<file path="src/rtl/sfl_pkg.sv">
package sfl_pkg;
  localparam int SFL_DATA_BITS = 35;
  localparam int SFL_SYNC_STAGES = 2;

  typedef struct packed {
    logic shift;
    logic load;
    logic clear;
  } sfl_strobe_t;
endpackage

</file>
<file path="src/rtl/sfl_ctrl.sv">
module sfl_ctrl
  import sfl_pkg::*;
#(
  parameter int DATA_BITS = SFL_DATA_BITS,
  parameter int NUM_OUT = SFL_DATA_BITS,
  parameter int SYNC_STAGES = SFL_SYNC_STAGES
) (
  input  logic        clk,
  input  logic        rstN,
  input  logic        serClk,
  input  logic        serData,
  input  logic        dataEn,
  input  logic        frameFull,
  output sfl_strobe_t strb,
  output logic        bitIn
);
  localparam int TOP = SYNC_STAGES - 1;
  localparam logic GATED = (NUM_OUT < DATA_BITS);

  logic [TOP:0] clkSync, datSync, enSync;
  logic clkPrev;
  logic loadDone;
  logic riseSeen, fallSeen, shiftOk;

  always_ff @(posedge clk or negedge rstN) begin
    if (!rstN) begin
      clkSync <= '0;
      datSync <= '0;
      enSync  <= '0;
      clkPrev <= 1'b0;
    end else begin
      clkSync <= {clkSync[TOP-1:0], serClk};
      datSync <= {datSync[TOP-1:0], serData};
      enSync  <= {enSync[TOP-1:0], dataEn};
      clkPrev <= clkSync[TOP];
    end
  end

  assign riseSeen = clkSync[TOP] & ~clkPrev;
  assign fallSeen = ~clkSync[TOP] & clkPrev;
  assign shiftOk  = enSync[TOP] | ~GATED;
  assign bitIn    = datSync[TOP];

  always_ff @(posedge clk or negedge rstN) begin
    if (!rstN) loadDone <= 1'b0;
    else if (strb.load) loadDone <= 1'b1;
    else if (strb.clear) loadDone <= 1'b0;
  end

  always_comb begin
    strb.shift = riseSeen & shiftOk;
    strb.load  = frameFull & ~loadDone;
    strb.clear = fallSeen & loadDone;
  end
endmodule

</file>
<file path="src/rtl/sfl_datapath.sv">
module sfl_datapath
  import sfl_pkg::*;
#(
  parameter int DATA_BITS = SFL_DATA_BITS,
  parameter int NUM_OUT = SFL_DATA_BITS
) (
  input  logic               clk,
  input  logic               rstN,
  input  sfl_strobe_t        strb,
  input  logic               bitIn,
  output logic               frameFull,
  output logic [NUM_OUT-1:0] dispOut
);
  logic [DATA_BITS:0] stages;
  logic [NUM_OUT-1:0] mapped;

  always_ff @(posedge clk or negedge rstN) begin
    if (!rstN) stages <= '0;
    else if (strb.clear) stages <= '0;
    else if (strb.shift) stages <= {stages[DATA_BITS-1:0], bitIn};
  end

  assign frameFull = stages[DATA_BITS];

  for (genvar k = 1; k <= NUM_OUT; k++) begin : g_map
    assign mapped[k-1] = stages[DATA_BITS-k];
  end

  always_ff @(posedge clk or negedge rstN) begin
    if (!rstN) dispOut <= '0;
    else if (strb.load) dispOut <= mapped;
  end
endmodule

</file>
<file path="src/rtl/serial_frame_latch.sv">
module serial_frame_latch
  import sfl_pkg::*;
#(
  parameter int NUM_OUT = SFL_DATA_BITS,
  parameter int DATA_BITS = SFL_DATA_BITS,
  parameter int SYNC_STAGES = SFL_SYNC_STAGES
) (
  input  logic               clk,
  input  logic               rstN,
  input  logic               serClk,
  input  logic               serData,
  input  logic               dataEn,
  output logic [NUM_OUT-1:0] dispOut
);
  sfl_strobe_t strb;
  logic frameFull;
  logic bitIn;

  sfl_ctrl #(.DATA_BITS(DATA_BITS), .NUM_OUT(NUM_OUT), .SYNC_STAGES(SYNC_STAGES)) ctrl (
    .clk(clk), .rstN(rstN), .serClk(serClk), .serData(serData), .dataEn(dataEn),
    .frameFull(frameFull), .strb(strb), .bitIn(bitIn)
  );

  sfl_datapath #(.DATA_BITS(DATA_BITS), .NUM_OUT(NUM_OUT)) dp (
    .clk(clk), .rstN(rstN), .strb(strb), .bitIn(bitIn),
    .frameFull(frameFull), .dispOut(dispOut)
  );
endmodule

</file>
<file path="config.mk">
export PLATFORM = sky130hd
export DESIGN_NAME = serial_frame_latch
export DESIGN_NICKNAME = d
export VERILOG_FILES = /design/src/rtl/sfl_pkg.sv /design/src/rtl/sfl_ctrl.sv /design/src/rtl/sfl_datapath.sv /design/src/rtl/serial_frame_latch.sv
export SDC_FILE = /design/constraint.sdc
export NUM_CORES = 1
export LEC_CHECK = 0
export CORE_MARGIN = 1
export CORE_UTILIZATION = 55
export DETAILED_ROUTE_END_ITERATION = 7
export PLACE_DENSITY = 0.79
export SLEW_MARGIN = 40
export SYNTH_ARGS = -nofsm -noshare
export SYNTH_HDL_FRONTEND = slang
export SYNTH_HIERARCHICAL = 1
export SYNTH_SLANG_ARGS = --single-unit
</file>
<file path="constraint.sdc">
create_clock -name clk -period 2.55 [get_ports clk]
set_input_delay 0.3825 -clock clk [delete_from_list [all_inputs] [get_ports clk]]
set_output_delay 0.3825 -clock clk [all_outputs]
set_load 0.05 [all_outputs]
</file>
---- Word level (Yosys, flattened, before mapping) ----
Index checks and enable logic that the tools add are counted.
W data, S select, Z words.
word-level totals
  word-level logic and storage cells ...... 19
  register bits ........................... 77
  bits of input ports ..................... 5
  output and inout bits ................... 35
operators by class
  bitwise gates (word level) .............. 7
  reduce and logical (&&, ||, !) cells .... 2
  muxes and demuxes ....................... 4
operator list
  kind                number
  $mux W36            2
  $and A1 B1 Y1       4
  $reduce_bool A2 Y1  2
  $not A1 Y1          3
  $mux W1             2

---- Longest topological paths before layout ----
  word-level depth ........................ 5
  mapped depth ............................ 6
  mapped depth without buffers ............ 3

---- Modules after synthesis ----
The synthesis kept the hierarchy.
by module, submodules not included
  module        instances  area an instance (um2)  cells an instance  seq. area each (um2)
  sfl_datapath  1          2925.3                  190                1776.7
  sfl_ctrl      1          188.9                   12                 150.1

---- Least setup slack after synthesis ----
Ideal clock, no wire load.
  kind .................................... register to register
  from .................................... register ctrl.loadDone
  to ...................................... register dp.dispOut[10]
  required time ........................... 2.425 ns
  library setup time ...................... 0.125 ns
  buffers on the path ..................... 2
  path slack .............................. 1.283 ns
  cell stages (with the launch flop) ...... 5
  arrival time ............................ 1.142 ns
  clock period less this slack ............ 1.267 ns
  path through ............................ dfrtp_1 and2b_2 buf_6 buf_12 mux2_4
RTL lines
  item                    line                text
  from (decl)             sfl_ctrl.sv:22      logic loadDone;
  from (signal assigned)  sfl_ctrl.sv:45      if (!rstN) loadDone <= 1'b0;
  from (signal assigned)  sfl_ctrl.sv:46      else if (strb.load) loadDone <= 1'b1;
  from (signal assigned)  sfl_ctrl.sv:47      else if (strb.clear) loadDone <= 1'b0;
  to (signal assigned)    sfl_datapath.sv:31  else if (strb.load) dispOut <= mapped;
  to (decl)               sfl_datapath.sv:12  output logic [NUM_OUT-1:0] dispOut

---- Worst setup path after layout ----
  from .................................... register dp.dispOut[2]
  to ...................................... output dispOut[2]
RTL lines
  item       line                      text
  to (decl)  serial_frame_latch.sv:13  output logic [NUM_OUT-1:0] dispOut
No word-level cell between the ends.

==> out/qor.json <==
{
  "finish": {
    "final_layout_size_suffix_gt1_share_pct": 23.6,
    "sequential_cell_area_um2": 1930,
    "multi_input_logic_area_um2": 1040,
    "antenna_cells_inserted": 0,
    "filler_cell_count": 413,
    "synthesis_to_finish_area_growth_pct": 17.1,
    "final_nets": 248
  },
  "run_status": {
    "outcome": "finished clean"
  },
  "critical_path": {
    "timing.rr.start": "ctrl/clkSync[1]",
    "cp.required_ns": 2.17,
    "cp_slowest_stage_delay_ns": 0.81,
    "r2r_end": "dp/stages[22]",
    "critical_path_cell_sequence": "clkdlybuf4s50_1",
    "crit_path_top_delay_cell": "sky130_fd_sc_hd__clkdlybuf4s50_1",
    "timing_worst_setup_path_type": "flop to primary output",
    "timing.critical_path.buf_inv": 1,
    "critPathTopFamily": "buffers and inverters",
    "rr_worst_depth": 4,
    "flop2flop_setup_slack_ns": 0.87,
    "startpoint_type": "flop",
    "cp-end-kind": "primary output",
    "critical_path_arrival_ns": 1.51,
    "path_max_fanout": 2
  },
  "route": {
    "viasPerCell": 5.05,
    "detail_route.drc_violations": 0,
    "drt_first_pass_iters": 4,
    "drt.antenna.violating_nets": 0,
    "drtIter0Drc": 59,
    "detailroute.via_count": 1606,
    "routed_wire_length_per_instance_um": 14.7,
    "routed_wirelength_mm": 4.69
  },
  "die": {
    "core.rowCount": 27,
    "floorplan.io_pins": 40,
    "coreArea_um2": 5470,
    "floorplan.die.width_um": 77.2,
    "die_h_um": 77.2,
    "floorplan.die_area_um2": 5970,
    "initial_utilization_pct": 56.9
  },
  "synth": {
    "synth-simple-area-share_pct": 5.06,
    "ys_types": 15,
    "synth.yosys.warnings": 6,
    "xor_xnor_fraction_of_synth_area_pct": 0,
    "synth_mux_area_share_pct": 27.8,
    "synthesis.instances": 202,
    "yosysSeqAreaShare_pct": 61.9,
    "synth_seq_cells": 77,
    "syn-cell-area_um2": 3110,
    "post_synth.cell_area_avg_um2": 15.4,
    "yosys.area.top_type_share_pct": 61.9,
    "yosys.area.top_type": "sky130_fd_sc_hd__dfrtp_1",
    "synth.area.top_cells": "sky130_fd_sc_hd__dfrtp_1, sky130_fd_sc_hd__mux2_4, sky130_fd_sc_hd__mux2i_1, sky130_fd_sc_hd__nor2_1, sky130_fd_sc_hd__buf_12",
    "synthesis.nets": 207,
    "synth_top_family_by_area": "multiplexers",
    "synth_adder_area_share_pct": 0,
    "compound_gate_portion_of_the_synthesized_area_pct": 0.281
  },
  "placement": {
    "port_buffers": 38,
    "dp_slack_ns": 0.885,
    "routabilityCongestion": 0.654,
    "dpl.hpwl_mm": 2.93
  },
  "sta": {
    "finalSetupViolCount": 0,
    "fin_worst_skew_ns": 0.00961,
    "achievable-frequency_mhz": 529,
    "finalHoldWorstSlack_ns": 0.0569,
    "worst-slew-pin-transition_ns": 0.676,
    "grt_setup_unrepaired": "false",
    "layout_setup_ws_ns": 0.661,
    "crit_share_post_route_pct": 74.1,
    "period_minus_slack_ns": 1.89,
    "relSlewSlack_pct": 54.9,
    "setup-tns-final_ns": 0,
    "maxSlewViolCount": 0,
    "finalHoldViolations": 0
  },
  "clock_tree": {
    "htree_levels": 3,
    "numCtsBuffers": 9,
    "max-clock-path-buffers": 2,
    "ctsResizeCount": 0,
    "worstSkewPairLatency_ns": 0.33,
    "postCtsSetupRepairBufs": 0,
    "cts.sink_count": 77,
    "clockRootBuffer": "sky130_fd_sc_hd__clkbuf_8",
    "cts_tree": "yes",
    "cts_hold_buf": 0,
    "cts.reportedPaths.clkPinSlew_ns": 0.08
  },
  "global_routing": {
    "track_usage_pct": 17.7,
    "via_count_of_the_first_global_routing_pass": 1656,
    "overflow": 0,
    "grt_antenna_before_repair": 0,
    "grt_start_max_net_pins": 78,
    "grt_pass1_wl_mm": 7.98
  },
  "worst_hold_path": {
    "timing.hold.worst.class": "input port to async pin"
  },
  "job": {
    "timing.max_cap.violations": 0
  },
  "pwr": {
    "pwr_density_cell_nw_per_um2": 643,
    "irDropWorstVdd_v": 0.000420,
    "p_leak_nw": 1.75
  }
}
-- cell usage after synthesis --
| cell type | n |
|---|---|
| sky130_fd_sc_hd__dfrtp_1 | 77 |
| sky130_fd_sc_hd__nor2_1 | 37 |
| sky130_fd_sc_hd__mux2i_1 | 36 |
| sky130_fd_sc_hd__mux2_4 | 30 |
| sky130_fd_sc_hd__mux2_2 | 5 |
| sky130_fd_sc_hd__buf_12 | 3 |
| sky130_fd_sc_hd__buf_2 | 3 |
| sky130_fd_sc_hd__buf_8 | 3 |
| sky130_fd_sc_hd__buf_6 | 2 |
| sky130_fd_sc_hd__and2b_2 | 1 |
| sky130_fd_sc_hd__buf_4 | 1 |
| sky130_fd_sc_hd__clkbuf_1 | 1 |
| sky130_fd_sc_hd__nand2_1 | 1 |
| sky130_fd_sc_hd__nor2b_1 | 1 |
| sky130_fd_sc_hd__o22a_1 | 1 |
-- per-stage QoR --
step	area, um^2	power, mW	cells	utilization (%)
global placement	3490	1.62	304	63.7
CTS	3650	2.38	318	66.6
global route	3650	2.47	318	66.6
finish	3650	2.34	318	66.6
detailed placement	3490	1.64	304	63.8
floorplan	3110	1.56	202	-
-- layout by cell type (no fill, tap or decap), drive strengths merged --
master	netlist	routed
dfrtp	77	77
clkdlybuf4s50	0	37
nor2	37	37
nand2	1	1
and2b	1	1
buf	12	6
clkinvlp	0	2
mux2i	36	36
clkinv	0	3
mux2	35	35
clkbuf	1	9
o22a	1	1
nor2b	1	1
-- final cells by class --
type | instances | share of cell area, %
Tap cell | 72 | 2.47
Timing Repair Buffer | 43 | 11.8
Clock inverter | 5 | 0.824
Sequential cell | 77 | 52.8
Multi-Input combinational cell | 112 | 28.6
Clock buffer | 9 | 3.40
-- power breakdown --
part / switching (mW) / total, mW / internal, mW
Clock: 0.401 / 0.738 / 0.337
Sequential: 0.0929 / 1.43 / 1.34
Combinational: 0.0948 / 0.177 / 0.0822
Total: 0.589 / 2.34 / 1.76
-- worst max-delay path by stage --
stage / slack, ns / start / cells after the start / to
2_1_floorplan: 1.28 / ctrl/loadDone / 4 / dp/dispOut[10]
3_3_place_gp: 0.93 / ctrl/clkSync[1] / 4 / dp/stages[30]
3_5_place_dp: 0.88 / ctrl/clkSync[1] / 4 / dp/stages[31]
4_1_cts: 0.63 / dp/dispOut[4] / 1 / dispOut[4]
5_1_grt: 0.61 / dp/dispOut[2] / 1 / dispOut[2]
6_report: 0.66 / dp/dispOut[2] / 1 / dispOut[2]
-- cells by family (layout without fill, tap and decap cells) --
family | Yosys count | in the layout
AO/OA/AOI/OAI | 1 | 1
buffers and inverters | 13 | 57
multiplexers | 71 | 71
flip-flops | 77 | 77
AND/OR/NAND/NOR | 40 | 40
-- per-layer routing --
layer / wire length, um / up-vias / track usage (%) / part of all wire, %
met5: 0 / - / 0 / 0
met2: 2090 / 35 / 26.0 / 45
met4: 95 / 0 / 10.2 / 2.0
li1: - / 757 / - / -
met3: 176 / 9 / 3.93 / 3.8
met1: 2330 / 805 / 24.4 / 50
-- flip-flops by register name (all words and copies together), names as in the netlist --
signal,cells
dp/stages,36
ctrl/datSync,2
ctrl/loadDone,1
ctrl/clkPrev,1
ctrl/clkSync,2
dp/dispOut,35
(Power assumes the default switching activity.)
